### config.mk
export PLATFORM = sky130hd
export DESIGN_NAME = remap_kv_table
export DESIGN_NICKNAME = d
export VERILOG_FILES = /design/src/rtl/remap_kv_pkg.sv /design/src/rtl/remap_cfg_store.sv /design/src/rtl/remap_rebuild_ctl.sv /design/src/rtl/remap_map_table.sv /design/src/rtl/remap_kv_table.sv
export SDC_FILE = /design/constraint.sdc
export NUM_CORES = 2
export LEC_CHECK = 0
export BUFFER_PORTS_ARGS = -buffer_cell sky130_fd_sc_hd__buf_2
export CAP_MARGIN = 0
export CELL_PAD_IN_SITES_DETAIL_PLACEMENT = 0
export CELL_PAD_IN_SITES_GLOBAL_PLACEMENT = 1
export CORE_MARGIN = 2
export CORE_UTILIZATION = 50
export DETAILED_ROUTE_END_ITERATION = 6
export GPL_TIMING_DRIVEN = 0
export MAX_ROUTING_LAYER = met4
export PLACE_DENSITY_LB_ADDON = 0.1
export SLEW_MARGIN = 20
export SYNTH_ARGS = -nofsm -noshare
export SYNTH_HDL_FRONTEND = slang
export SYNTH_SLANG_ARGS = --single-unit
### constraint.sdc
create_clock -name clk -period 3.8 [get_ports clk]
set_input_delay 0.19 -clock clk [delete_from_list [all_inputs] [get_ports clk]]
set_output_delay 0.19 -clock clk [all_outputs]
set_load 0.01 [all_outputs]
### src/rtl/remap_kv_pkg.sv
package remap_kv_pkg;

  localparam int RIDX_W = 5;
  localparam int NREGS  = 1 << RIDX_W;

  typedef enum logic [1:0] {
    EW_DEFAULT = 2'd0,
    EW_HALF    = 2'd1,
    EW_BYTE    = 2'd2,
    EW_SHORT   = 2'd3
  } ew_e;

  // configuration entry as written by software
  typedef struct packed {
    logic              bank;
    logic              is_fp;
    logic [RIDX_W-1:0] key;
    logic [RIDX_W-1:0] start;
    ew_e               ew;
    logic              packed_simd;
    logic              is_vec;
  } cfg_ent_t;

  // expanded table entry
  typedef struct packed {
    logic              en;
    logic              bank;
    logic [RIDX_W-1:0] start;
    ew_e               ew;
    logic              packed_simd;
    logic              is_vec;
  } map_ent_t;

  localparam int CFG_W = $bits(cfg_ent_t);

endpackage

### src/rtl/remap_cfg_store.sv
module remap_cfg_store
  import remap_kv_pkg::*;
#(
  parameter int NUM_ENTRIES = 16,
  parameter int IDX_W       = $clog2(NUM_ENTRIES)
) (
  input  logic             clk,
  input  logic             rst_n,
  input  logic             wr_en,
  input  logic [IDX_W-1:0] wr_idx,
  input  cfg_ent_t         wr_data,
  input  logic [IDX_W-1:0] rd_idx,
  output cfg_ent_t         rd_data
);

  cfg_ent_t ent_q [NUM_ENTRIES];
  logic [NUM_ENTRIES-1:0] ent_we;

  for (genvar e = 0; e < NUM_ENTRIES; e++) begin : g_ent
    assign ent_we[e] = wr_en && (wr_idx == IDX_W'(e));

    always_ff @(posedge clk or negedge rst_n) begin
      if (!rst_n) begin
        ent_q[e] <= '0;
      end else if (ent_we[e]) begin
        ent_q[e] <= wr_data;
      end
    end
  end

  assign rd_data = ent_q[rd_idx];

  AST_ONE_ENTRY_WRITTEN: assert property (@(posedge clk) disable iff (!rst_n)
    $onehot0(ent_we));

endmodule

### src/rtl/remap_rebuild_ctl.sv
module remap_rebuild_ctl #(
  parameter int NUM_ENTRIES = 16,
  parameter int IDX_W       = $clog2(NUM_ENTRIES)
) (
  input  logic             clk,
  input  logic             rst_n,
  input  logic             start_i,
  input  logic             cur_bank_i,
  output logic             busy_o,
  output logic [IDX_W-1:0] ptr_o,
  output logic             clear_o,
  output logic             wr_o,
  output logic             err_o
);

  localparam logic [IDX_W-1:0] LAST = IDX_W'(NUM_ENTRIES - 1);

  logic             busy_q, busy_d;
  logic [IDX_W-1:0] ptr_q, ptr_d;
  logic             err_q, err_d;

  always_comb begin
    busy_d  = busy_q;
    ptr_d   = ptr_q;
    err_d   = err_q;
    clear_o = 1'b0;
    wr_o    = 1'b0;
    if (start_i) begin
      busy_d  = 1'b1;
      ptr_d   = '0;
      err_d   = 1'b0;
      clear_o = 1'b1;
    end else if (busy_q) begin
      if (cur_bank_i) begin
        err_d = 1'b1;
      end else begin
        wr_o = 1'b1;
      end
      if (ptr_q == LAST) begin
        busy_d = 1'b0;
      end else begin
        ptr_d = ptr_q + 1'b1;
      end
    end
  end

  always_ff @(posedge clk or negedge rst_n) begin
    if (!rst_n) begin
      busy_q <= 1'b0;
      ptr_q  <= '0;
      err_q  <= 1'b0;
    end else begin
      busy_q <= busy_d;
      ptr_q  <= ptr_d;
      err_q  <= err_d;
    end
  end

  assign busy_o = busy_q;
  assign ptr_o  = ptr_q;
  assign err_o  = err_q;

  AST_START_ARMS: assert property (@(posedge clk) disable iff (!rst_n)
    start_i |=> (busy_q && ptr_q == '0));
  AST_DONE_AT_LAST: assert property (@(posedge clk) disable iff (!rst_n)
    $fell(busy_q) |-> ($past(ptr_q) == LAST));
  AST_PTR_BOUND: assert property (@(posedge clk) disable iff (!rst_n)
    ptr_q <= LAST);
  AST_ERR_STICKY: assert property (@(posedge clk) disable iff (!rst_n)
    (err_q && !start_i) |=> err_q);

endmodule

### src/rtl/remap_map_table.sv
module remap_map_table
  import remap_kv_pkg::*;
#(
  parameter int NUM_LK = 3
) (
  input  logic                           clk,
  input  logic                           rst_n,
  input  logic                           clear_i,
  input  logic                           wr_i,
  input  cfg_ent_t                       wr_ent_i,
  input  logic                           busy_i,
  input  logic [NUM_LK-1:0]              lk_fp_i,
  input  logic [NUM_LK-1:0][RIDX_W-1:0]  lk_reg_i,
  output logic [NUM_LK-1:0][RIDX_W-1:0]  lk_phys_o,
  output logic [NUM_LK-1:0][1:0]         lk_ew_o,
  output logic [NUM_LK-1:0]              lk_vec_o,
  output logic [NUM_LK-1:0]              lk_packed_o,
  output logic [NUM_LK-1:0]              lk_bank_o
);

  map_ent_t tbl_q [2][NREGS];
  map_ent_t tbl_d [2][NREGS];
  logic     tbl_we;

  assign tbl_we = clear_i || wr_i;

  always_comb begin
    tbl_d = tbl_q;
    if (clear_i) begin
      for (int t = 0; t < 2; t++) begin
        for (int r = 0; r < NREGS; r++) begin
          tbl_d[t][r] = '0;
        end
      end
    end else if (wr_i) begin
      tbl_d[wr_ent_i.is_fp][wr_ent_i.key] = '{
        en:          1'b1,
        bank:        wr_ent_i.bank,
        start:       wr_ent_i.start,
        ew:          wr_ent_i.ew,
        packed_simd: wr_ent_i.packed_simd,
        is_vec:      wr_ent_i.is_vec
      };
    end
  end

  always_ff @(posedge clk or negedge rst_n) begin
    if (!rst_n) begin
      for (int t = 0; t < 2; t++) begin
        for (int r = 0; r < NREGS; r++) begin
          tbl_q[t][r] <= '0;
        end
      end
    end else if (tbl_we) begin
      tbl_q <= tbl_d;
    end
  end

  for (genvar p = 0; p < NUM_LK; p++) begin : g_port
    map_ent_t hit;
    logic     use_hit;

    assign hit     = tbl_q[lk_fp_i[p]][lk_reg_i[p]];
    assign use_hit = hit.en && !busy_i;

    assign lk_phys_o[p]   = (use_hit && hit.is_vec) ? hit.start : lk_reg_i[p];
    assign lk_ew_o[p]     = use_hit ? hit.ew : EW_DEFAULT;
    assign lk_vec_o[p]    = use_hit && hit.is_vec;
    assign lk_packed_o[p] = use_hit && hit.packed_simd;
    assign lk_bank_o[p]   = use_hit && hit.bank;

    AST_BUSY_IDENTITY: assert property (@(posedge clk) disable iff (!rst_n)
      busy_i |-> (lk_phys_o[p] == lk_reg_i[p] && !lk_vec_o[p] && !lk_packed_o[p]));
    AST_SCALAR_SELF: assert property (@(posedge clk) disable iff (!rst_n)
      !lk_vec_o[p] |-> (lk_phys_o[p] == lk_reg_i[p]));
    AST_BANK_CLEAN: assert property (@(posedge clk) disable iff (!rst_n)
      !lk_bank_o[p]);
  end

  AST_NO_RSVD_WRITE: assert property (@(posedge clk) disable iff (!rst_n)
    wr_i |-> !wr_ent_i.bank);
  AST_CLEAR_ALONE: assert property (@(posedge clk) disable iff (!rst_n)
    clear_i |-> !wr_i);

endmodule

### src/rtl/remap_kv_table.sv
module remap_kv_table
  import remap_kv_pkg::*;
#(
  parameter int NUM_ENTRIES = 16,
  parameter int NUM_LK      = 3,
  localparam int IDX_W      = $clog2(NUM_ENTRIES)
) (
  input  logic                     clk,
  input  logic                     rst_n,
  input  logic                     cfg_we,
  input  logic [IDX_W-1:0]         cfg_idx,
  input  logic [CFG_W-1:0]         cfg_data,
  input  logic                     rebuild_req,
  output logic                     busy,
  output logic                     cfg_err,
  input  logic [NUM_LK-1:0]        lk_fp,
  input  logic [NUM_LK*RIDX_W-1:0] lk_reg,
  output logic [NUM_LK*RIDX_W-1:0] lk_phys,
  output logic [NUM_LK*2-1:0]      lk_ew,
  output logic [NUM_LK-1:0]        lk_vec,
  output logic [NUM_LK-1:0]        lk_packed,
  output logic [NUM_LK-1:0]        lk_bank
);

  logic             start;
  logic             clear;
  logic             apply;
  logic [IDX_W-1:0] ptr;
  cfg_ent_t         cur_ent;

  logic [NUM_LK-1:0][RIDX_W-1:0] reg_v;
  logic [NUM_LK-1:0][RIDX_W-1:0] phys_v;
  logic [NUM_LK-1:0][1:0]        ew_v;

  // a write makes the tables stale, so it restarts the replay
  assign start = cfg_we || rebuild_req;

  remap_cfg_store #(
    .NUM_ENTRIES (NUM_ENTRIES),
    .IDX_W       (IDX_W)
  ) u_store (
    .clk     (clk),
    .rst_n   (rst_n),
    .wr_en   (cfg_we),
    .wr_idx  (cfg_idx),
    .wr_data (cfg_ent_t'(cfg_data)),
    .rd_idx  (ptr),
    .rd_data (cur_ent)
  );

  remap_rebuild_ctl #(
    .NUM_ENTRIES (NUM_ENTRIES),
    .IDX_W       (IDX_W)
  ) u_ctl (
    .clk        (clk),
    .rst_n      (rst_n),
    .start_i    (start),
    .cur_bank_i (cur_ent.bank),
    .busy_o     (busy),
    .ptr_o      (ptr),
    .clear_o    (clear),
    .wr_o       (apply),
    .err_o      (cfg_err)
  );

  assign reg_v   = lk_reg;
  assign lk_phys = phys_v;
  assign lk_ew   = ew_v;

  remap_map_table #(
    .NUM_LK (NUM_LK)
  ) u_tbl (
    .clk         (clk),
    .rst_n       (rst_n),
    .clear_i     (clear),
    .wr_i        (apply),
    .wr_ent_i    (cur_ent),
    .busy_i      (busy),
    .lk_fp_i     (lk_fp),
    .lk_reg_i    (reg_v),
    .lk_phys_o   (phys_v),
    .lk_ew_o     (ew_v),
    .lk_vec_o    (lk_vec),
    .lk_packed_o (lk_packed),
    .lk_bank_o   (lk_bank)
  );

  AST_WRITE_RESTARTS: assert property (@(posedge clk) disable iff (!rst_n)
    cfg_we |=> busy);

endmodule

==> results.sh <==
export IMPL_cp_required_ns=3.61
export IMPL_die_h_um=341
export IMPL_path_clk_slew_ns=0.06
export IMPL_slowest_stage="clkbuf_2"
export IMPL_powerDensity_nw_per_um2=431
export IMPL_die_x_um=341
export IMPL_synthCells=4097
export IMPL_ys_seq_area_share_pct=42.7
export IMPL_violations="negative setup slack"
export IMPL_hold_slack_ns=0.0967
export IMPL_cp_arrival_ns=3.91
export IMPL_synth_edf_count=0
export IMPL_async_flop_share_pct=100
export IMPL_clock_sinks=966
export IMPL_final_max_slew_viol_count=0
export IMPL_worst_slack_ns=-0.298
export IMPL_cts_buffers=109
export IMPL_vdd_drop_max_uv=427
export IMPL_crit_top_cell="clkbuf_2"
export IMPL_crit_path_start_kind="input pin"
export IMPL_yosys_most_used_dff="dfrtp_1"
export IMPL_clk_path_buf_depth=3
export IMPL_vias=43200
export IMPL_critical_path_max_stage_delay_ns=0.69
export IMPL_drcViolationCount=0
export IMPL_rows=123
export IMPL_start_util_pct=50.4
export IMPL_gp_congestion=1.04
export IMPL_routed_via_density=7.30
export IMPL_final_cell_mix="dfrtp_1 (966), mux4_2 (696), mux2i_1 (528)"
export IMPL_status="finished with violations"
export IMPL_gr_total_overflow=0
export IMPL_min_path_type="input pin to flip-flop"
export IMPL_synth_cell_area_um2=56700
export IMPL_fin_crit_ns=4.10
export IMPL_worstPathMaxFanout=10
export IMPL_cts_root_buf="clkbuf_16"
export IMPL_final_util_pct=57.0
export IMPL_placed_cells=5677
export IMPL_grt_usage_pct=44.7
export IMPL_clock_fmax_mhz=244
export IMPL_multiInputGateArea_um2=30600
export IMPL_drt_iter0_markers=5867
export IMPL_htreeDepth=3
export IMPL_ys_warn_count=0
export IMPL_synth_seq_cells=966
export IMPL_p_leak_nw=28.1
export IMPL_synth_cell_type_count=61
export IMPL_first_global_vias=42100
export IMPL_place_hpwl_mm=182
export IMPL_seqCellArea_um2=24200
export IMPL_core_region_area_um2=112000
export IMPL_maxSlewHeadroom_pct=15.3
export IMPL_tns_ns=-0.819
export IMPL_wire_per_inst_um=42.3
export IMPL_path_buf_inv=4
export IMPL_drive_above_1_share_pct=36.5
export IMPL_syn2layout_area_growth_pct=13.2
export IMPL_finClkSkew_ns=0.0332
export IMPL_hold_violations=0
export IMPL_antenna_found_initial=11
export IMPL_crit_type="input pin to primary output"
export IMPL_end_kind="primary output"
export IMPL_synth_nets=4140
export IMPL_avgSynthCellArea_um2=13.8
export IMPL_setup_violations=18
export IMPL_cp_top_family="buffers and inverters"
export IMPL_antenna_left=0
export IMPL_cap_violations=0
export IMPL_crit_path_cell_trace="clkbuf_1, clkbuf_2, clkbuf_2, mux4_2, a22o_1, a221oi_1, mux2i_1, buf_2"
export IMPL_final_common_cell="dfrtp_1"
export IMPL_routed_wl_mm=250
export IMPL_port_buffers=64
export IMPL_tightest_slew_ns=1.27
export IMPL_fin_nets=4359
export IMPL_final_cells=5916
export IMPL_cts_tree="yes"
export IMPL_nFillCells=9312
export IMPL_clk_latency_ns=0.75
export IMPL_dieArea_um2=116000
export IMPL_pre_cts_ws_ns=-1.07
export IMPL_drt_pass1_iter_count=7
export IMPL_period_share_pct=108
export IMPL_top_level_ports=74
export IMPL_rsz0062_at_grt="yes"
export IMPL_grt_pass1_wl_mm=346
export IMPL_grt_max_degree=128
cell usage after synthesis, types with 9 or more instances:
cell type,n,area share (%)
nor3_1,39,0.34
clkbuf_1,202,1.3
mux2i_1,533,9.4
nand2_1,513,3.4
a32o_1,128,2.3
nor2b_1,33,0.36
o21a_1,13,0.17
mux4_2,696,28
buf_2,142,1.3
dfrtp_1,966,43
inv_1,57,0.38
a22oi_1,15,0.20
and3_1,63,0.70
a22o_1,9,0.14
a221oi_1,16,0.25
nand2b_1,11,0.12
buf_4,28,0.37
o22ai_1,9,0.099
a21oi_1,69,0.61
buf_1,52,0.34
nor2_1,60,0.40
nand3_1,61,0.54
mux2_2,268,5.3
through the flow:
step / cell area [um^2] / power (mW)
final: 64100 / 27.6
after global routing: 64100 / 28.2
after CTS: 64000 / 27.4
after detailed placement: 59300 / 16.0
after global placement: 58900 / 15.9
after floorplan: 56700 / 13.9
metal layers:
metal / up-vias / wire length (um) / global-route usage (%)
met2: 3301 / 107000 / 62.2
li1: 16300 / - / -
met3: 684 / 34200 / 16.5
met4: 0 / 14600 / 20.1
met5: - / 0 / -
met1: 22900 / 94400 / 58.7
where the power goes:
part | switching [mW] | internal [mW] | leakage, nW
logic | 3.20 | 1.64 | 13.1
registers | 0.365 | 11.0 | 13.1
clock network | 4.82 | 6.63 | 1.87
total | 8.38 | 19.2 | 28.1
flip-flops by register name (all words and copies together), names as in the netlist:
signal	count
u_ctl.busy_o	1
u_ctl.err_o	1
u_ctl.ptr_o	4
u_store.ent_q	256
u_tbl.tbl_q	704
final timing paths:
| kind | cells after the start | slack [ns] | endpoint | from |
|---|---|---|---|---|
| max | 8 | -0.30 | lk_phys[12] | lk_reg[11] |
| min | 4 | 0.1 | u_store.ent_q[107] | cfg_we |
| max reg2reg | 8 | -0.04 | u_tbl.tbl_q[699] | u_ctl.ptr_o[2] |
| min reg2reg | 1 | 0.50 | u_store.ent_q[69] | u_store.ent_q[69] |
| min in group asynchronous | 3 | 0.51 | u_tbl.tbl_q[105] | rst_n |
| max in group asynchronous | 7 | 0.86 | u_store.ent_q[97] | rst_n |
what timing repair did:
item                                   CTS  global route
cloned                                   0             0
endpoints found under the hold margin  517             0
setup endpoints to repair              697           416
hold buffers                            19             0
buffers inserted                        10             0
resized for setup                      209            66
pin swaps                                6             1
kinds of logic (layout without fill, tap and decap cells):
| kind of cell | after synthesis | count (layout) | synth area share [%] |
|---|---|---|---|
| and+or+nand+nor | 814 | 814 | 6.34 |
| buffers and inverters | 497 | 806 | 3.90 |
| AOI/OAI and AO/OA | 319 | 319 | 4.64 |
| DFF | 966 | 966 | 42.7 |
| muxes | 1497 | 1497 | 42.4 |
| adders and majority gates | 1 | 1 | 0.0221 |
| xor gates and xnor gates | 3 | 3 | 0.0464 |
| other | 0 | 10 | 0 |
tightest hold or removal path: cells and delay by family:
kind                   cells  cell delay [ns]
muxes                      1             0.22
and+or+nand+nor            2             0.26
buffers and inverters      1             0.14
layout make-up:
type | instances | area share [%]
Tap cell | 1500 | 2.93
Sequential cell | 966 | 37.7
Inverter | 65 | 0.388
Multi-Input combinational cell | 2634 | 47.7
Timing Repair Buffer | 109 | 1.49
Buffer | 431 | 3.74
Clock inverter | 37 | 0.948
Clock buffer | 164 | 5.08
Antenna cell | 10 | 0.0390
Power figures use the tool's default switching activity.
